==> src/rtl/bcd_digit_pkg.sv <==
package bcd_digit_pkg;
  // width of one decimal digit code
  localparam int unsigned DIGIT_W = 4;
  // largest legal digit value
  localparam int unsigned DIGIT_MAX = 9;
  // decimal adjustment constant folded into the sum
  localparam logic [DIGIT_W-1:0] ADJ = 4'd6;

  typedef logic [DIGIT_W-1:0] digit_t;
endpackage

==> src/rtl/bcd_full_add_bit.sv <==
module bcd_full_add_bit (
  input  logic x_i,
  input  logic y_i,
  input  logic ci_i,
  output logic s_o,
  output logic co_o
);
  logic hs;

  always_comb begin
    hs   = x_i ^ y_i;
    s_o  = hs ^ ci_i;
    co_o = (x_i & y_i) | (hs & ci_i);
  end
endmodule

==> src/rtl/bcd_bin_ripple.sv <==
module bcd_bin_ripple #(
  parameter int unsigned W = 4
) (
  input  logic [W-1:0] x_i,
  input  logic [W-1:0] y_i,
  input  logic         ci_i,
  output logic [W-1:0] s_o,
  output logic         co_o
);
  localparam int unsigned NC = W + 1;

  logic [NC-1:0] chain;

  assign chain[0] = ci_i;

  for (genvar k = 0; k < W; k++) begin : g_cell
    bcd_full_add_bit u_fa (
      .x_i  (x_i[k]),
      .y_i  (y_i[k]),
      .ci_i (chain[k]),
      .s_o  (s_o[k]),
      .co_o (chain[k+1])
    );
  end

  assign co_o = chain[NC-1];
endmodule

==> src/rtl/bcd_fix_detect.sv <==
module bcd_fix_detect
  import bcd_digit_pkg::*;
(
  input  digit_t raw_i,
  input  logic   rc_i,
  output logic   fix_o
);
  // raw value above nine: binary carry, or 11xx, or 1x1x
  always_comb begin
    fix_o = rc_i | (raw_i[3] & raw_i[2]) | (raw_i[3] & raw_i[1]);
  end
endmodule

==> src/rtl/bcd_fix_apply.sv <==
module bcd_fix_apply
  import bcd_digit_pkg::*;
(
  input  digit_t raw_i,
  input  logic   fix_i,
  output digit_t dig_o
);
  logic t2;
  logic t3;

  always_comb begin
    t2       = fix_i & ~raw_i[1];
    t3       = fix_i & (raw_i[1] | raw_i[2]);
    dig_o[0] = raw_i[0];
    dig_o[1] = raw_i[1] ^ fix_i;
    dig_o[2] = raw_i[2] ^ t2;
    dig_o[3] = raw_i[3] ^ t3;
  end
endmodule

==> src/rtl/bcd_digit_add.sv <==
module bcd_digit_add
  import bcd_digit_pkg::*;
(
  input  logic [3:0] a_i,
  input  logic [3:0] b_i,
  input  logic       cin_i,
  output logic [3:0] sum_o,
  output logic       cout_o
);
  localparam int unsigned TW = DIGIT_W + 1;

  digit_t raw;
  logic   raw_c;
  logic   fix;

  bcd_bin_ripple #(.W(DIGIT_W)) u_add (
    .x_i  (a_i),
    .y_i  (b_i),
    .ci_i (cin_i),
    .s_o  (raw),
    .co_o (raw_c)
  );

  bcd_fix_detect u_det (
    .raw_i (raw),
    .rc_i  (raw_c),
    .fix_o (fix)
  );

  bcd_fix_apply u_fix (
    .raw_i (raw),
    .fix_i (fix),
    .dig_o (sum_o)
  );

  assign cout_o = fix;

  // checks on settled combinational values, valid operands only
  logic [TW-1:0] tot;
  logic          ops_ok;

  always_comb begin
    tot    = TW'(a_i) + TW'(b_i) + TW'(cin_i);
    ops_ok = (a_i <= 4'(DIGIT_MAX)) && (b_i <= 4'(DIGIT_MAX));
    if (ops_ok) begin
      p_digit_legal_r3: assert (sum_o <= 4'(DIGIT_MAX))
        else $error("R3: digit out of range");
      p_carry_thresh_r2: assert (cout_o == (tot > TW'(DIGIT_MAX)))
        else $error("R2: carry mismatch");
      p_digit_mod_r1: assert (sum_o == 4'(tot % 10))
        else $error("R1: digit mismatch");
      if (tot <= TW'(DIGIT_MAX)) begin
        p_no_adjust_r4: assert (sum_o == tot[3:0])
          else $error("R4: unadjusted digit changed");
      end else begin
        p_adjust_six_r5: assert (sum_o == 4'(tot[3:0] + ADJ))
          else $error("R5: adjusted digit wrong");
      end
    end
    p_lsb_kept_r6: assert (sum_o[0] == (a_i[0] ^ b_i[0] ^ cin_i))
      else $error("R6: lsb altered");
  end
endmodule

==> config.mk <==
export PLATFORM = sky130hd
export DESIGN_NAME = bcd_digit_add
export DESIGN_NICKNAME = d
export VERILOG_FILES = /design/src/rtl/bcd_digit_pkg.sv /design/src/rtl/bcd_full_add_bit.sv /design/src/rtl/bcd_bin_ripple.sv /design/src/rtl/bcd_fix_detect.sv /design/src/rtl/bcd_fix_apply.sv /design/src/rtl/bcd_digit_add.sv
export SDC_FILE = /design/constraint.sdc
export NUM_CORES = 1
export LEC_CHECK = 0
export ABC_CLOCK_PERIOD_IN_PS = 4950
export BUFFER_PORTS_ARGS = -buffer_cell sky130_fd_sc_hd__buf_2
export CAP_MARGIN = 20
export CORE_AREA = 2 2 39 41
export DETAILED_ROUTE_END_ITERATION = 12
export DIE_AREA = 0 0 41 43
export MAX_ROUTING_LAYER = met4
export PLACE_DENSITY = 0.37
export SYNTH_ARGS = -nofsm -noshare
export SYNTH_HDL_FRONTEND = slang
export SYNTH_SLANG_ARGS = --single-unit
==> constraint.sdc <==
create_clock -name vclk -period 4.95
set_clock_uncertainty 0.1 [all_clocks]
set_input_delay 0.99 -clock vclk [all_inputs]
set_output_delay 0.99 -clock vclk [all_outputs]
set_load 0.02 [all_outputs]
* Yosys cells after proc, flatten, opt, wreduce, memory -nomap -nowiden
Index checks and enable logic that the tools add are counted.
Widths: inputs -> output; s select.
** Cells by class
- Bitwise operators :: 31
** Operators with widths (count)
- $and 1x1->1 :: 12
- $xor 1x1->1 :: 11
- $or 1x1->1 :: 7
- $not 1->1 :: 1
** Storage, ports and cells
- Bits of input ports :: 9
- Output and inout port bits :: 5
- Word-level logic and storage cells :: 31
- Bits in registers :: 0

* Longest topological paths before layout
Gate-level depths: netlist (run 1).
- Word-level depth :: 13
- Depth in mapped cells :: 9
- Depth with buffers taken out :: 9

* Modules after synthesis
From an unflattened synthesis (run 1), not the netlist that was laid out.
** Unflattened totals
- Cells, all modules :: 13
- Area total of the unflattened synthesis :: 145.1 um^2
** By module, submodules not included
- bcd_full_add_bit :: cells an instance 1, instances 4, area an instance 20.0 um^2, sequential area each 0.0 um^2
- bcd_fix_apply :: cells an instance 7, instances 1, area an instance 53.8 um^2, sequential area each 0.0 um^2
- bcd_fix_detect :: cells an instance 2, instances 1, area an instance 11.3 um^2, sequential area each 0.0 um^2

* Least setup slack after synthesis (run 1)
Ideal clock, no wire load.
- Path type :: input to output
- Start :: in a_i[0]
- End :: out sum_o[2]
- Setup slack :: 325 ps
- Arrival time :: 3535 ps
- Stages on the path :: 9
- Buffers on the path :: 0
- Path through :: inv_1 -> fa_1 -> fa_1 -> fa_1 -> inv_1 -> fa_1 -> a21o_2 -> ha_1 -> xnor2_1
** On the way
- Cells in the longest elaborated chain, start to end :: 13
- Elaborated cells between the ends (all ways) :: 20
- Those cells by class :: bitwise: 20
** Ends and longest elaborated chain
- start: declaration :: RTL line bcd_digit_add.sv:4 : input logic [3:0] a_i,
- $xor 1x1->1 :: RTL line bcd_full_add_bit.sv:11 : hs = x_i ^ y_i;
- $and 1x1->1 :: RTL line bcd_full_add_bit.sv:13 : co_o = (x_i & y_i) | (hs & ci_i);
- $or 1x1->1 * :: RTL line bcd_full_add_bit.sv:13
- $and 1x1->1 :: RTL line bcd_full_add_bit.sv:13
- $or 1x1->1 :: RTL line bcd_full_add_bit.sv:13
- $and 1x1->1 :: RTL line bcd_full_add_bit.sv:13
- $or 1x1->1 :: RTL line bcd_full_add_bit.sv:13
- $and 1x1->1 or $xor 1x1->1 (tied branches) :: RTL line bcd_full_add_bit.sv:13, bcd_full_add_bit.sv:12
- $or 1x1->1 or $and 1x1->1 (tied branches) :: RTL line bcd_full_add_bit.sv:13, bcd_fix_detect.sv:10
- $or 1x1->1 :: RTL line bcd_fix_detect.sv:10 : fix_o = rc_i | (raw_i[3] & raw_i[2]) | (raw_i[3] & raw_i[1]);
- $or 1x1->1 * :: RTL line bcd_fix_detect.sv:10
- named net cout_o :: RTL line bcd_digit_add.sv:8 : output logic cout_o
- $and 1x1->1 * :: RTL line bcd_fix_apply.sv:12 : t2 = fix_i & ~raw_i[1];
- $xor 1x1->1 * :: RTL line bcd_fix_apply.sv:16 : dig_o[2] = raw_i[2] ^ t2;
- end: declaration :: RTL line bcd_digit_add.sv:7 : output logic [3:0] sum_o,
Mark *: on every way through the listed nets, which the timed path passes. The rest lies on a longest branch.

* Worst setup path after layout (run 1)
- Start :: in a_i[0]
- End :: out sum_o[2]
** On the way
- Cells in the longest elaborated chain, start to end :: 13
- Elaborated cells between the ends (all ways) :: 20
- Those cells by class :: bitwise: 20
** Ends and longest elaborated chain (RTL line)
- $xor 1x1->1 :: bcd_full_add_bit.sv:11
- $and 1x1->1 :: bcd_full_add_bit.sv:13
- $or 1x1->1 * :: bcd_full_add_bit.sv:13
- $and 1x1->1 :: bcd_full_add_bit.sv:13
- $or 1x1->1 :: bcd_full_add_bit.sv:13
- $and 1x1->1 :: bcd_full_add_bit.sv:13
- $or 1x1->1 :: bcd_full_add_bit.sv:13
- $and 1x1->1 or $xor 1x1->1 (tied branches) :: bcd_full_add_bit.sv:13, bcd_full_add_bit.sv:12
- $or 1x1->1 or $and 1x1->1 (tied branches) :: bcd_full_add_bit.sv:13, bcd_fix_detect.sv:10
- $or 1x1->1 (2 in series) :: bcd_fix_detect.sv:10
- $and 1x1->1 :: bcd_fix_apply.sv:12
- $xor 1x1->1 * :: bcd_fix_apply.sv:16
Mark *: on every way between the ends. The rest lies on a longest branch, timed or not.

==> results.txt, run 1 <==
post-synthesis area per instance: 8.699 um2
DR vias: 158
Synth area leader: fa_1
Routed Antenna Nets: 0
part of the Yosys area used for sequential elements: 0%
Bufs and invs on worst path: 4
xor-xnor portion of the synthesized cell area: 4.795%
setup bufs post-CTS: 0
count of different cell masters after synthesis: 9
FF+latch count: 0
First-pass DRT Iterations: 1
Tot GR Track Use: 4.634%
placed instance area: 265.3 um2
DP Worst Slack: 255.8 ps
Die Ht: 43 um
HPWL after DPL: 319.9 um
vias per cell: 3.160
Port Buf Inserts: 14
Max FO, Critical Path: 3
setup ws final: 310.7 ps
worst stage delay on the critical path: 440 ps
largest delay contributor family on the critical path: adder cells
Compound-Gate Fraction of Synth Area: 4.795%
warnings from Yosys: 0
Synth Area in Adders: 50.68%
share of layout cells above drive strength 1: 50.00%
Worst path most repeated cell: fa_1
Final nets: 50
first-pass GRT wire length: 600 um
antenna cell count: 0
vias in the first global route: 164
Clock buffer cells: 0
Yosys top cell area share: 43.84%
Placer Congestion: 0.5191
number of I/O pins: 14
leakage: 0.0001650 uW
Cell Area, Synth: 182.7 um2
slowest cell on the critical path: fa_1
Congestion Overflow GR: 0
final design area excluding fillers: 265.3 um2
Critical Path Sink Type: output port
CP cell instances: buf_2, inv_1, fa_1, fa_1, fa_1, inv_1, fa_1, a21o_2, ha_1, xnor2_1, buf_2
Syn Nets: 35
largest family of logic cells by synthesized area: adder cells
Power Density: 212.3 nW/um2
initial antenna violation count: 0
Worst-Margin Slew: 123.1 ps
RSZ-0062 raised after global routing: no
max cap viols: 0
worst endpoint required time: 3860 ps
Routed WL per cell: 6.260 um
Cells after Synth: 21
Slew headroom: 91.74%
IR Drop Worst-Case VDD: 59.17 uV
CP startpoint kind: primary input
fillers: 155
multi-input logic area: 137.6 um2
mux contribution to synthesized area: 8.219%
post-CTS resize count: 0
data arrival time of the worst path: 3550 ps
Hold WS: 2364 ps
status: completed
CTS Hold Bufs: 0
Detailed Route Iter0 Violations: 0
Tot Pwr: 56.31 uW
Tcrit/Tclk final: 93.72%
final setup TNS: 0 ps
dominant cells by area after synthesis: fa_1, inv_1, mux2_4
Core Rows: 14
FF+latch area: 0 um2
Horiz. Die Dim: 41 um
die area: 1763 um2
Setup violations, final: 0
HP Class: in2out
fmax: 215.5 MHz
Core ar.: 1384 um2
WL final: 313 um
Area Growth Syn to Fin: 45.21%
Crit Path Category: in2out
largest net degree at the start of global routing: 4
crit path time final: 4639 ps
simple-gate area share of the yosys netlist: 6.849%
starting density of the core: 13.20%
final slew viol count: 0
DRC violations left: 0
Fin. Hold Viols: 0
==> final timing paths <==
kind                  startpoint  endpoint  depth (start not counted)
worst min-delay path       cin_i  sum_o[0]                          5
worst max-delay path      a_i[0]  sum_o[2]                         11
==> per-layer routing <==
metal  GRT usage, %  vias to the layer above  part of all wire (%)
li1               -                       81                     -
met5              -                        -                     0
met3              0                        0                    14
met4              0                        0                     0
met1          6.452                       65                    44
met2          7.813                       12                    42
==> synth_stat cells <==
cell,n
inv_1,10
buf_4,1
ha_1,1
xnor2_1,1
mux2_4,1
fa_1,4
nand2_2,1
a21o_2,1
nor2b_1,1
==> final cells by class <==
cell class | count | area share, %
tap | 16 | 7.547
inverter | 10 | 14.15
timing repair buffer | 14 | 26.42
multi-input combinational | 10 | 51.89
==> report_power, final <==
| group | switching [uW] | internal [uW] |
|---|---|---|
| clock network | 0 | 0 |
| registers | 0 | 0 |
| logic | 31.8 | 24.5 |
| total | 31.8 | 24.5 |
==> kinds of logic after synthesis <==
kind of cell,Yosys count
buf+inv,11
xor+xnor,1
mux,1
simple gates,2
compound gates,1
fa+ha+maj,5
==> per-stage QoR <==
step	utilization, %	std cells
2_1_floorplan	-	21
3_3_place_gp	19.17	50
3_5_place_dp	19.17	50
4_1_cts	19.17	50
5_1_grt	19.17	50
6_report	19.17	50
==> worst min-delay path, stage by stage <==
cell,delay [ps]
buf_2,90
inv_1,50
fa_1,150
inv_1,30
buf_2,140
==> cells in the final DEF (no fill, tap or decap) <==
master / instances
inv_1: 10
fa_1: 4
mux2_4: 1
buf_2: 14
ha_1: 1
nand2_2: 1
nor2b_1: 1
a21o_2: 1
xnor2_1: 1
Power figures use the tool's default switching activity.
==> run 2: changes to the inputs <==
--- a/config.mk
+++ b/config.mk
@@ -6,13 +6,13 @@
 export NUM_CORES = 1
 export LEC_CHECK = 0
 export ABC_CLOCK_PERIOD_IN_PS = 4950
-export BUFFER_PORTS_ARGS = -buffer_cell sky130_fd_sc_hd__buf_2
 export CAP_MARGIN = 20
 export CORE_AREA = 2 2 39 41
 export DETAILED_ROUTE_END_ITERATION = 12
 export DIE_AREA = 0 0 41 43
+export DONT_BUFFER_PORTS = 1
 export MAX_ROUTING_LAYER = met4
-export PLACE_DENSITY = 0.37
+export PLACE_DENSITY = 0.3
 export SYNTH_ARGS = -nofsm -noshare
 export SYNTH_HDL_FRONTEND = slang
 export SYNTH_SLANG_ARGS = --single-unit
==> results.txt, run 2 (synthesis results as in run 1) <==
internal power: 19.05 uW (was 24.55 uW)
Fin. Hold Viols: 0 (unchanged)
Critical Path Sink Type: output port (unchanged)
status: completed (unchanged)
First-pass DRT Iterations: 1 (unchanged)
switching pwr: 29.96 uW (was 31.77 uW)
CTS Hold Bufs: 0 (unchanged)
first-pass GRT wire length: 462 um (was 600 um)
largest net degree at the start of global routing: 4 (unchanged)
worst endpoint required time: 3860 ps (about the same)
starting density of the core: 13.20% (unchanged)
leakage: 0.0001147 uW (was 0.0001650 uW)
Tcrit/Tclk final: 93.48% (was 93.72%)
DR vias: 111 (was 158)
die area: 1763 um2 (unchanged)
RSZ-0062 raised after global routing: no (unchanged)
Area Growth Syn to Fin: 10.96% (was 45.21%)
setup bufs post-CTS: 0 (unchanged)
final slew viol count: 0 (unchanged)
Port Buf Inserts: 0 (was 14)
DRC violations left: 0 (unchanged)
vias in the first global route: 113 (was 164)
Horiz. Die Dim: 41 um (unchanged)
Clock buffer cells: 0 (unchanged)
Final Core Density: 14.65% (was 19.17%)
sw frac: 61.14% (was 56.41%)
share of layout cells above drive strength 1: 19.05% (was 50.00%)
number of I/O pins: 14 (unchanged)
initial antenna violation count: 0 (unchanged)
Worst-Margin Slew: 187.1 ps (was 123.1 ps)
post-CTS resize count: 0 (unchanged)
Final nets: 37 (was 50)
Logic pwr share: 100.0% (about the same)
IR Drop Worst-Case VDD: 61.79 uV (was 59.17 uV)
Clock power frac: 0% (about the same)
Setup violations, final: 0 (unchanged)
Tot GR Track Use: 3.605% (was 4.634%)
FF+latch count: 0 (unchanged)
Core Rows: 14 (unchanged)
HPWL after DPL: 309.5 um (was 319.9 um)
crit path time final: 4627 ps (was 4639 ps)
HP Class: in2out (unchanged)
Crit Path Category: in2out (unchanged)
antenna cell count: 0 (unchanged)
final setup TNS: 0 ps (unchanged)
Routed Antenna Nets: 0 (unchanged)
most frequent cells in the layout: inv_1, fa_1 (was buf_2, inv_1, fa_1)
data arrival time of the worst path: 3540 ps (was 3550 ps)
Congestion Overflow GR: 0 (unchanged)
Detailed Route Iter0 Violations: 0 (unchanged)
CP startpoint kind: primary input (unchanged)
Core ar.: 1384 um2 (unchanged)
commonest non-fill, non-tap cell in the layout: inv_1 (was buf_2)
WL final: 300 um (was 313 um)
max cap viols: 0 (unchanged)
Routed WL per cell: 8.108 um (was 6.260 um)
FF+latch area: 0 um2 (unchanged)
Hold WS: 2166 ps (was 2364 ps)
Max FO, Critical Path: 3 (unchanged)
vias per cell: 3.000 (was 3.160)
Power Density: 241.8 nW/um2 (was 212.3 nW/um2)
Slew headroom: 87.52% (was 91.74%)
Die Ht: 43 um (unchanged)
sequential power share: 0% (about the same)
fmax: 216.1 MHz (was 215.5 MHz)
Placer Congestion: 0.5922 (was 0.5191)
run 2: stage by stage:
stage | worst slack [ps] | area [um2] | power, uW | cells
2_1_floorplan | 325.5 | 182.7 | 41.84 | 21
3_3_place_gp | 352.9 | 202.7 | 48.98 | 37
3_5_place_dp | 305.9 | 202.7 | 50.14 | 37
4_1_cts | 305.9 | 202.7 | 50.14 | 37
5_1_grt | 208.9 | 202.7 | 53.27 | 37
6_report | 322.8 | 202.7 | 49.00 | 37
run 2: worst paths after layout:
| path | depth (start not counted) | endpoint | start |
|---|---|---|---|
| setup / recovery | 10 | sum_o[2] | a_i[0] |
| hold / removal | 3 | sum_o[0] | cin_i |
run 2: worst max-delay path, stage by stage:
cell and delay, ps:
inv_1 30, fa_1 430, fa_1 400, fa_1 370
inv_1 80, fa_1 440, a21o_2 270, ha_1 220
xnor2_1 140, buf_4 160
run 2: layout make-up:
class | instances | area, um2
multi-input combinational | 10 | 137.6
timing repair buffer | 1 | 7.507
inverter | 10 | 37.54
fill | 159 | 1181
tap | 16 | 20.02
run 2: power groups by stage:
| stage | clock network (uW) | logic, uW | registers, uW |
|---|---|---|---|
| 3_3_place_gp | 0 | 49.0 | 0 |
| 4_1_cts | 0 | 50.1 | 0 |
| 5_1_grt | 0 | 53.3 | 0 |
| 2_1_floorplan | 0 | 41.8 | 0 |
| 6_report | 0 | 49.0 | 0 |
| 3_5_place_dp | 0 | 50.1 | 0 |
run 2: per-layer routing:
layer	part of all wire, %	up-vias	track usage [%]
met5	0	-	-
met4	0	0	0
met3	9.0	0	0
met2	62	4	7.187
met1	29	52	3.871
li1	-	55	-
